`config.mk`:
```
export PLATFORM = sky130hd
export DESIGN_NAME = cfg_unpack_engine
export DESIGN_NICKNAME = d
export VERILOG_FILES = /design/src/rtl/cfg_unpack_pkg.sv /design/src/rtl/cfg_hdr_decode.sv /design/src/rtl/cfg_lane_extract.sv /design/src/rtl/cfg_mismatch_count.sv /design/src/rtl/cfg_unpack_engine.sv
export SDC_FILE = /design/constraint.sdc
export NUM_CORES = 1
export LEC_CHECK = 0
export BUFFER_PORTS_ARGS = -buffer_cell sky130_fd_sc_hd__buf_4
export CAP_MARGIN = 0
export CORE_AREA = 2 2 148 150
export DETAILED_ROUTE_END_ITERATION = 8
export DIE_AREA = 0 0 150 152
export HOLD_SLACK_MARGIN = 0.1
export SLEW_MARGIN = 25
export SYNTH_ARGS = -nofsm -noshare
export SYNTH_HDL_FRONTEND = slang
export SYNTH_SLANG_ARGS = --single-unit
export TNS_END_PERCENT = 20
```
`constraint.sdc`:
```
create_clock -name clk -period 6.7 [get_ports clk]
set_clock_uncertainty 0.2 [all_clocks]
set_input_delay 1.675 -clock clk [delete_from_list [all_inputs] [get_ports clk]]
set_output_delay 1.675 -clock clk [all_outputs]
set_load 0.02 [all_outputs]
```
`src/rtl/cfg_unpack_pkg.sv`:
```
package cfg_unpack_pkg;

    localparam int WORD_W  = 32;
    localparam int REG_AW  = 16;
    localparam int CNT_W   = 8;
    localparam int SDATA_W = 17;

    typedef enum logic [1:0] {
        PK_8  = 2'd0,
        PK_16 = 2'd1,
        PK_32 = 2'd2,
        PK_17 = 2'd3
    } pack_e;

    typedef enum logic [2:0] {
        ST_IDLE = 3'd0,
        ST_HDR  = 3'd1,
        ST_DAT  = 3'd2,
        ST_VRD  = 3'd3,
        ST_WR   = 3'd4
    } state_e;

    typedef struct packed {
        logic                single;
        logic [REG_AW-1:0]   addr;
        logic [CNT_W-1:0]    count;
        pack_e               pack;
        logic                sext;
        logic                step2;
        logic [SDATA_W-1:0]  sdata;
    } hdr_t;

    function automatic pack_e pack_of(input logic [4:0] wm1);
        if (wm1 >= 5'd16)     return PK_32;
        else if (wm1 >= 5'd8) return PK_16;
        else                  return PK_8;
    endfunction

    function automatic logic [1:0] last_lane(input pack_e p);
        case (p)
            PK_8:    return 2'd3;
            PK_16:   return 2'd1;
            default: return 2'd0;
        endcase
    endfunction

    function automatic logic [WORD_W-1:0] width_mask(input pack_e p);
        case (p)
            PK_8:    return 32'h0000_00FF;
            PK_16:   return 32'h0000_FFFF;
            PK_17:   return 32'h0001_FFFF;
            default: return 32'hFFFF_FFFF;
        endcase
    endfunction

endpackage

```
`src/rtl/cfg_hdr_decode.sv`:
```
module cfg_hdr_decode
    import cfg_unpack_pkg::*;
(
    input  logic [WORD_W-1:0] word,
    output hdr_t              hdr
);
    always_comb begin
        hdr.single = word[31];
        hdr.sdata  = word[16:0];
        if (word[31]) begin
            hdr.addr  = {2'b00, word[30:17]};
            hdr.count = 8'd1;
            hdr.pack  = PK_17;
            hdr.sext  = 1'b0;
            hdr.step2 = 1'b0;
        end else begin
            hdr.addr  = word[30:15];
            hdr.count = word[14:7];
            hdr.pack  = pack_of(word[6:2]);
            hdr.sext  = word[1];
            hdr.step2 = word[0];
        end
    end
endmodule

```
`src/rtl/cfg_lane_extract.sv`:
```
module cfg_lane_extract
    import cfg_unpack_pkg::*;
(
    input  logic [WORD_W-1:0] word,
    input  pack_e             pack,
    input  logic              sext,
    input  logic [1:0]        lane,
    output logic [WORD_W-1:0] value
);
    localparam int NBYTES = WORD_W / 8;

    logic [7:0]  bytes [NBYTES];
    logic [7:0]  b;
    logic [15:0] h;

    for (genvar g = 0; g < NBYTES; g++) begin : g_bytes
        assign bytes[g] = word[8*g +: 8];
    end

    always_comb begin
        b = bytes[lane];
        h = lane[0] ? word[31:16] : word[15:0];
        case (pack)
            PK_8:    value = sext ? {{24{b[7]}}, b}  : {24'b0, b};
            PK_16:   value = sext ? {{16{h[15]}}, h} : {16'b0, h};
            default: value = word;
        endcase
    end
endmodule

```
`src/rtl/cfg_mismatch_count.sv`:
```
module cfg_mismatch_count #(
    parameter int ERR_W = 16
) (
    input  logic             clk,
    input  logic             rst,
    input  logic             clear,
    input  logic             sample,
    input  logic [31:0]      rd_val,
    input  logic [31:0]      new_val,
    input  logic [31:0]      mask,
    output logic [ERR_W-1:0] count
);
    logic differ;
    assign differ = |((rd_val ^ new_val) & mask);

    always_ff @(posedge clk) begin
        if (rst || clear) begin
            count <= '0;
        end else if (sample && differ && (count != {ERR_W{1'b1}})) begin
            count <= count + 1'b1;
        end
    end
endmodule

```
`src/rtl/cfg_unpack_engine.sv`:
```
module cfg_unpack_engine
    import cfg_unpack_pkg::*;
#(
    parameter int PTR_W = 8,
    parameter int ERR_W = 16
) (
    input  logic              clk,
    input  logic              rst,
    input  logic              start,
    input  logic [PTR_W-1:0]  start_ptr,
    input  logic              verify_en,
    output logic              busy,
    output logic              done,
    output logic [PTR_W-1:0]  end_ptr,
    output logic [ERR_W-1:0]  err_count,
    output logic              src_rd_valid,
    output logic [PTR_W-1:0]  src_rd_addr,
    input  logic              src_rd_ready,
    input  logic [31:0]       src_rd_data,
    output logic              reg_valid,
    output logic              reg_write,
    output logic [15:0]       reg_addr,
    output logic [31:0]       reg_wdata,
    input  logic              reg_ready,
    input  logic [31:0]       reg_rdata
);
    state_e             state;
    logic [PTR_W-1:0]   ptr;
    logic [REG_AW-1:0]  addr_q;
    logic [CNT_W-1:0]   remain_q;
    pack_e              pack_q;
    logic               sext_q;
    logic               step2_q;
    logic [1:0]         lane_q;
    logic [WORD_W-1:0]  data_q;
    logic [WORD_W-1:0]  val_q;
    logic               verify_q;
    logic               done_q;

    hdr_t               hdr;
    logic [WORD_W-1:0]  ext_word;
    logic [1:0]         ext_lane;
    logic [WORD_W-1:0]  ext_val;
    logic               src_take;
    logic               reg_take;

    cfg_hdr_decode i_dec (
        .word (src_rd_data),
        .hdr  (hdr)
    );

    assign ext_word = (state == ST_DAT) ? src_rd_data : data_q;
    assign ext_lane = (state == ST_DAT) ? 2'd0 : (lane_q + 2'd1);

    cfg_lane_extract i_ext (
        .word  (ext_word),
        .pack  (pack_q),
        .sext  (sext_q),
        .lane  (ext_lane),
        .value (ext_val)
    );

    cfg_mismatch_count #(.ERR_W(ERR_W)) i_cnt (
        .clk     (clk),
        .rst     (rst),
        .clear   (state == ST_IDLE && start),
        .sample  (state == ST_VRD && reg_ready),
        .rd_val  (reg_rdata),
        .new_val (val_q),
        .mask    (width_mask(pack_q)),
        .count   (err_count)
    );

    assign src_rd_valid = (state == ST_HDR) || (state == ST_DAT);
    assign src_rd_addr  = ptr;
    assign reg_valid    = (state == ST_VRD) || (state == ST_WR);
    assign reg_write    = (state == ST_WR);
    assign reg_addr     = addr_q;
    assign reg_wdata    = val_q;
    assign busy         = (state != ST_IDLE);
    assign done         = done_q;
    assign end_ptr      = ptr;
    assign src_take     = src_rd_valid && src_rd_ready;
    assign reg_take     = reg_valid && reg_ready;

    always_ff @(posedge clk) begin
        if (rst) begin
            state    <= ST_IDLE;
            ptr      <= '0;
            addr_q   <= '0;
            remain_q <= '0;
            pack_q   <= PK_8;
            sext_q   <= 1'b0;
            step2_q  <= 1'b0;
            lane_q   <= '0;
            data_q   <= '0;
            val_q    <= '0;
            verify_q <= 1'b0;
            done_q   <= 1'b0;
        end else begin
            done_q <= 1'b0;
            case (state)
                ST_IDLE: begin
                    if (start) begin
                        ptr      <= start_ptr;
                        verify_q <= verify_en;
                        state    <= ST_HDR;
                    end
                end
                ST_HDR: begin
                    if (src_take) begin
                        ptr      <= ptr + 1'b1;
                        addr_q   <= hdr.addr;
                        remain_q <= hdr.count;
                        pack_q   <= hdr.pack;
                        sext_q   <= hdr.sext;
                        step2_q  <= hdr.step2;
                        if (hdr.single) begin
                            val_q <= {{(WORD_W-SDATA_W){1'b0}}, hdr.sdata};
                            state <= verify_q ? ST_VRD : ST_WR;
                        end else if (hdr.count == '0) begin
                            done_q <= 1'b1;
                            state  <= ST_IDLE;
                        end else begin
                            state <= ST_DAT;
                        end
                    end
                end
                ST_DAT: begin
                    if (src_take) begin
                        ptr    <= ptr + 1'b1;
                        data_q <= src_rd_data;
                        lane_q <= 2'd0;
                        val_q  <= ext_val;
                        state  <= verify_q ? ST_VRD : ST_WR;
                    end
                end
                ST_VRD: begin
                    if (reg_take) state <= ST_WR;
                end
                ST_WR: begin
                    if (reg_take) begin
                        remain_q <= remain_q - 1'b1;
                        addr_q   <= addr_q + (step2_q ? 16'd2 : 16'd1);
                        if (remain_q == 8'd1) begin
                            state <= ST_HDR;
                        end else if (lane_q == last_lane(pack_q)) begin
                            state <= ST_DAT;
                        end else begin
                            lane_q <= lane_q + 2'd1;
                            val_q  <= ext_val;
                            state  <= verify_q ? ST_VRD : ST_WR;
                        end
                    end
                end
                default: state <= ST_IDLE;
            endcase
        end
    end
endmodule

```
# Word-level counts from Yosys, hierarchy flattened
# Cells that the tools add are included.
# word_totals
register_bits,123
inputBits,78
output_inout_bits,85
# op_classes
add_sub_neg,5
magnitude_cmp,3
n_eq_ne,18
mux,52
bitwise_logic,5
n_reduce_logical,28
# op_table
operator,count
32-bit 2-to-1 mux,9
32-bit one-hot mux with 3 select lines,2
32-bit one-hot mux with 2 select lines,1
16-bit 2-to-1 mux,3
8-bit 2-to-1 mux,6
32-bit bitwise AND,1
16-bit one-hot mux with 2 select lines,1
8-bit one-hot mux with 2 select lines,2
32-bit OR reduction,1
32-bit bitwise XOR,1
28-bit 2-to-1 mux,1
3-bit 2-to-1 mux,9
2-bit 2-to-1 mux,12
"16-bit by 1-bit adder with 16-bit output, second input constant",1
16-bit by 2-bit adder with 16-bit output,1
8-bit binary-select mux with 2-bit select,1
"16-bit != test, second input constant",1
3-bit one-hot mux with 5 select lines,1
"2-bit != test, second input constant",7
5-bit AND reduction,2
"8-bit by 1-bit adder with 8-bit output, second input constant",1
"8-bit by 1-bit equality test with 1-bit output, second input constant",1
8-bit logical NOT,1
2-bit one-hot mux with 2 select lines,2
other kinds (26),43

# Longest topological paths before layout
# logic_depth
ltp_word,12
ltp_mapped,11
mapped_depth_nobuf,11

# Hierarchy
# From an unflattened synthesis, not the netlist that was laid out.
# hier_totals
cells_unflattened,1042
hier_area_um2,8361.8
# modules_own_cells
mod,instances,cells_each,area_per_inst_um2,seq_area_each_um2
cfg_unpack_engine,1,733,5720.5,2142.1
cfg_mismatch_count,1,155,1412.6,320.3
cfg_lane_extract,1,104,779.5,0.0
cfg_hdr_decode,1,50,449.2,0.0

# Worst setup path after synthesis
# Ideal clock, no wire load.
# synth_timing
kind,input-to-reg
startpoint,in reg_rdata[13]
endpoint,reg i_cnt.count[6]
setup_ns,0.116
arrival_time_ns,2.961
t_required_ns,6.384
slack_ns,3.423
path_stages,7
cell_sequence,xor2_1 nor4_1 a21oi_1 o21ai_0 a21oi_2 buf_2 a31o_2
# synth_via
elab_chain_len,5
# synth_lines
element,line_no,source
start: declaration,cfg_unpack_engine.sv:25,input logic [31:0] reg_rdata
32-bit bitwise XOR,cfg_mismatch_count.sv:14,assign differ = |((rd_val ^ new_val) & mask);
32-bit bitwise AND,cfg_mismatch_count.sv:14,
32-bit OR reduction,cfg_mismatch_count.sv:14,
1-bit logical AND (2 in series),cfg_mismatch_count.sv:19,end else if (sample && differ && (count != {ERR_W{1'b1}})) begin
end signal: assignment,cfg_mismatch_count.sv:20,count <= count + 1'b1;
end: declaration,cfg_mismatch_count.sv:11,output logic [ERR_W-1:0] count
# No other way between the ends.
# A chain may end at the register's enable or synchronous reset.

# Worst setup path after layout
# layout_timing
startpoint,reg state[0]
endpoint,out reg_write
# layout_via
elab_chain_len,1
# layout_lines
element,line_no,source
start: declaration,cfg_unpack_engine.sv:27,state_e state;
start signal: assignment,cfg_unpack_engine.sv:120,state <= verify_q ? ST_VRD : ST_WR;
start signal: assignment,cfg_unpack_engine.sv:135,state <= verify_q ? ST_VRD : ST_WR;
start signal: assignment,cfg_unpack_engine.sv:152,state <= verify_q ? ST_VRD : ST_WR;
3-bit equality test,cfg_unpack_engine.sv:77,assign reg_write = (state == ST_WR);
end: declaration,cfg_unpack_engine.sv:21,"output logic reg_write,"
# No other way between the ends.

==> results.sh <==
export IMPL_cts_sinks=123
export IMPL_max_cap_violations=0
export IMPL_leakage_nw=3.77
export IMPL_p_int_w=0.00176
export IMPL_crit_required_ns=4.83
export IMPL_seq_area_frac_synth_pct=32.8
export IMPL_drive_gt1_share_pct=21.5
export IMPL_multi_input_area_um2=4640
export IMPL_cts_tree="done"
export IMPL_drt_initial_drc_count=490
export IMPL_clock_latency_ns=0.42
export IMPL_cts_repair_resized=0
export IMPL_r2r_start="state[0]$_SDFFE_PP0P_"
export IMPL_crit_type="flip-flop to output port"
export IMPL_grt_pass1_wl_um=39100
export IMPL_nNetsFinal=1178
export IMPL_viasPerCell=5.53
export IMPL_clockBufferDepth=2
export IMPL_clkTransAtPathRegs_ns=0.05
export IMPL_r2r_end="reg_wdata[24]$_SDFFE_PP0P_"
export IMPL_syn_area_per_cell_um2=7.67
export IMPL_die_x_um=150
export IMPL_cts_root_buf="clkbuf_16"
export IMPL_startpoint_type="flip-flop"
export IMPL_fillCellCount=2247
export IMPL_seq_area_um2=2460
export IMPL_wl_per_cell_um=17.7
export IMPL_utilization_pct=44.0
export IMPL_ys_flop_type="dfxtp_1"
export IMPL_fin_tns_setup_ns=0
export IMPL_synth_area_top_cells="dfxtp_1 (33%), nand2_1 (8.3%), a21oi_1 (7.3%)"
export IMPL_initial_utilization_pct=35.2
export IMPL_final_common_cell="buf_4"
export IMPL_final_min_clock_period_ns=4.21
export IMPL_syn_inst=979
export IMPL_hpwl_um=17300
export IMPL_cts_hold_fix_buffers=0
export IMPL_drt_total_wl_um=24600
export IMPL_vias=7665
export IMPL_port_buffers=162
export IMPL_synth_top_cell_by_area="dfxtp_1"
export IMPL_place_congestion=0.835
export IMPL_grt_pass1_vias=7188
export IMPL_rsz0062_at_grt="no"
export IMPL_cts_htree_levels=4
export IMPL_synthArstFlopShare_pct=0
export IMPL_crit_arrival_ns=2.33
export IMPL_crit_path_end="reg_write"
export IMPL_hold_violations=0
export IMPL_grt_max_degree=67
export IMPL_r2r_slack_ns=3.04
export IMPL_ff2ff_path_depth=9
export IMPL_ys_types=78
export IMPL_synth_area_um2=7510
export IMPL_cp_max_fo=42
export IMPL_slew_headroom_pct=33.4
export IMPL_switching_share_pct=36.4
export IMPL_cts_setup_buffers=0
export IMPL_switchingPower_w=0.00100
export IMPL_die_h_um=152
export IMPL_grt_usage_pct=21.5
export IMPL_areaGrowthSynthToFinish_pct=24.9
export IMPL_core_area_um2=21400
export IMPL_final_cell_mix="buf_4 (172), nand2_1 (167), dfxtp_1 (122)"
export IMPL_seq_power_share_pct=33.2
export IMPL_hold_path_class="flip-flop to flip-flop"
export IMPL_synth_edff_count=0
export IMPL_synth_nets=1064
export IMPL_die_area_um2=22800
export IMPL_diodes=0
export IMPL_worst_pin_slew_ns=0.999
export IMPL_finalMaxSlewViolations=0
export IMPL_route_antenna_remaining_nets=0
export IMPL_ys_seq_elements=123
export IMPL_comb_power_share_pct=33.0
export IMPL_firstDrtPassIters=5
export IMPL_ir_drop_uv=162
export IMPL_max_freq_mhz=238
export IMPL_setup_violations=0
export IMPL_num_rows=54
export IMPL_post_route_drc_count=0
export IMPL_fin_crit_sh_pct=62.8
export IMPL_cts_buffers=17
export IMPL_yosysTopAreaCellShare_pct=32.8
export IMPL_cp_end_kind="output port"
export IMPL_grt_overflow=0
export IMPL_crit_start="state[0]$_SDFFE_PP0P_"
export IMPL_yosys_warnings=0
export IMPL_powerDensity_nw_per_um2=294
export IMPL_antenna_found_initial=0
export IMPL_clkPwrFrac_pct=33.8
export IMPL_ios=163
export IMPL_status="complete, no violations"
-- state kept, by name (all words and copies together), names as in the netlist, 2 cells and up --
register	cells
data_q	32
state	3
pack_q	2
i_cnt.count	16
lane_q	2
reg_addr	16
reg_wdata	32
end_ptr	8
remain_q	8
-- per-stage QoR --
stage	power, W	setup WS [ns]	area [um2]	instances	hold slack (ns)
floorplan	0.00155	3.42	7510	979	0.244
global placement	0.00183	2.49	8800	1354	0.260
detailed placement	0.00184	2.47	8800	1354	0.266
CTS	0.00277	2.51	9390	1385	0.273
global route	0.00291	2.35	9390	1385	0.304
finish	0.00276	2.49	9390	1385	0.266
-- critical path: stages (launching register included) --
cell and delay (ns):
dfxtp_1 0.47, nor2_2 0.22, nand2_1 0.07, buf_4 0.25
inv_2 0.61, buf_4 0.27
-- metal layers --
metal | GRT usage (%) | wire, um | share of wire [%]
met1 | 30.8 | 11400 | 46
met2 | 32.9 | 11100 | 45
met3 | 3.66 | 1670 | 6.8
met4 | 6.29 | 444 | 1.8
met5 | 0 | 0 | 0
-- logic make-up after synthesis --
group	Yosys count	share of synthesized area (%)
mux	40	6.78
compound gates	285	23.8
fa+ha+maj	7	1.27
flops	123	32.8
buf+inv	92	5.60
xor+xnor	39	4.55
simple gates	393	25.2
-- how the worst min path moves through the flow --
stage,from,endpoint,slack (ns),cells after the start
2_1_floorplan,data_q[7]$_SDFFE_PP0P_,data_q[7]$_SDFFE_PP0P_,0.24,2
3_3_place_gp,data_q[7]$_SDFFE_PP0P_,data_q[7]$_SDFFE_PP0P_,0.26,2
3_5_place_dp,data_q[7]$_SDFFE_PP0P_,data_q[7]$_SDFFE_PP0P_,0.27,2
4_1_cts,data_q[7]$_SDFFE_PP0P_,data_q[7]$_SDFFE_PP0P_,0.27,2
5_1_grt,reg_addr[0]$_SDFFE_PP0P_,reg_addr[0]$_SDFFE_PP0P_,0.30,2
6_report,data_q[7]$_SDFFE_PP0P_,data_q[7]$_SDFFE_PP0P_,0.27,2
-- area by class of cell --
type / instances / area share (%)
multi-input cells: 764 / 49.4
flip-flops and latches: 123 / 26.2
well taps: 280 / 3.73
repair buffers: 172 / 13.8
inverters: 15 / 0.600
clock inverters: 8 / 1.25
clock buffers: 23 / 4.99
-- power by group through the flow --
stage	Combinational [W]	Clock (W)	Sequential (W)
after floorplan	0.000597	0	0.000950
after global placement	0.000902	0	0.000931
after detailed placement	0.000907	0	0.000932
after CTS	0.000911	0.000943	0.000917
after global routing	0.00100	0.000975	0.000933
final	0.000911	0.000934	0.000917
-- synthesized netlist by cell type (3+ instances only) --
cell type / count
a221o_1: 5
nor3_1: 22
o21ai_1: 6
mux2i_1: 28
a31o_2: 3
mux4_1: 3
and2_1: 5
inv_1: 14
clkbuf_1: 42
or3_1: 7
mux4_2: 4
a211oi_1: 15
o22ai_1: 19
nand3_1: 36
dfxtp_1: 123
xor2_1: 34
nor2_1: 72
o221ai_1: 6
nand2_1: 167
and3_1: 17
a22oi_1: 5
a31oi_1: 15
nand2b_1: 10
a22o_1: 12
nor2_2: 4
nor3b_1: 4
a21oi_1: 109
xnor2_1: 5
nand4_1: 7
buf_2: 17
o21ai_0: 52
a32oi_1: 3
nor4_1: 11
nor2b_1: 9
mux2_2: 4
buf_1: 6
a21boi_0: 5
buf_4: 9
ha_1: 6
o211ai_1: 5
nand3b_1: 4
No activity file was read; power rests on OpenSTA's default activity.
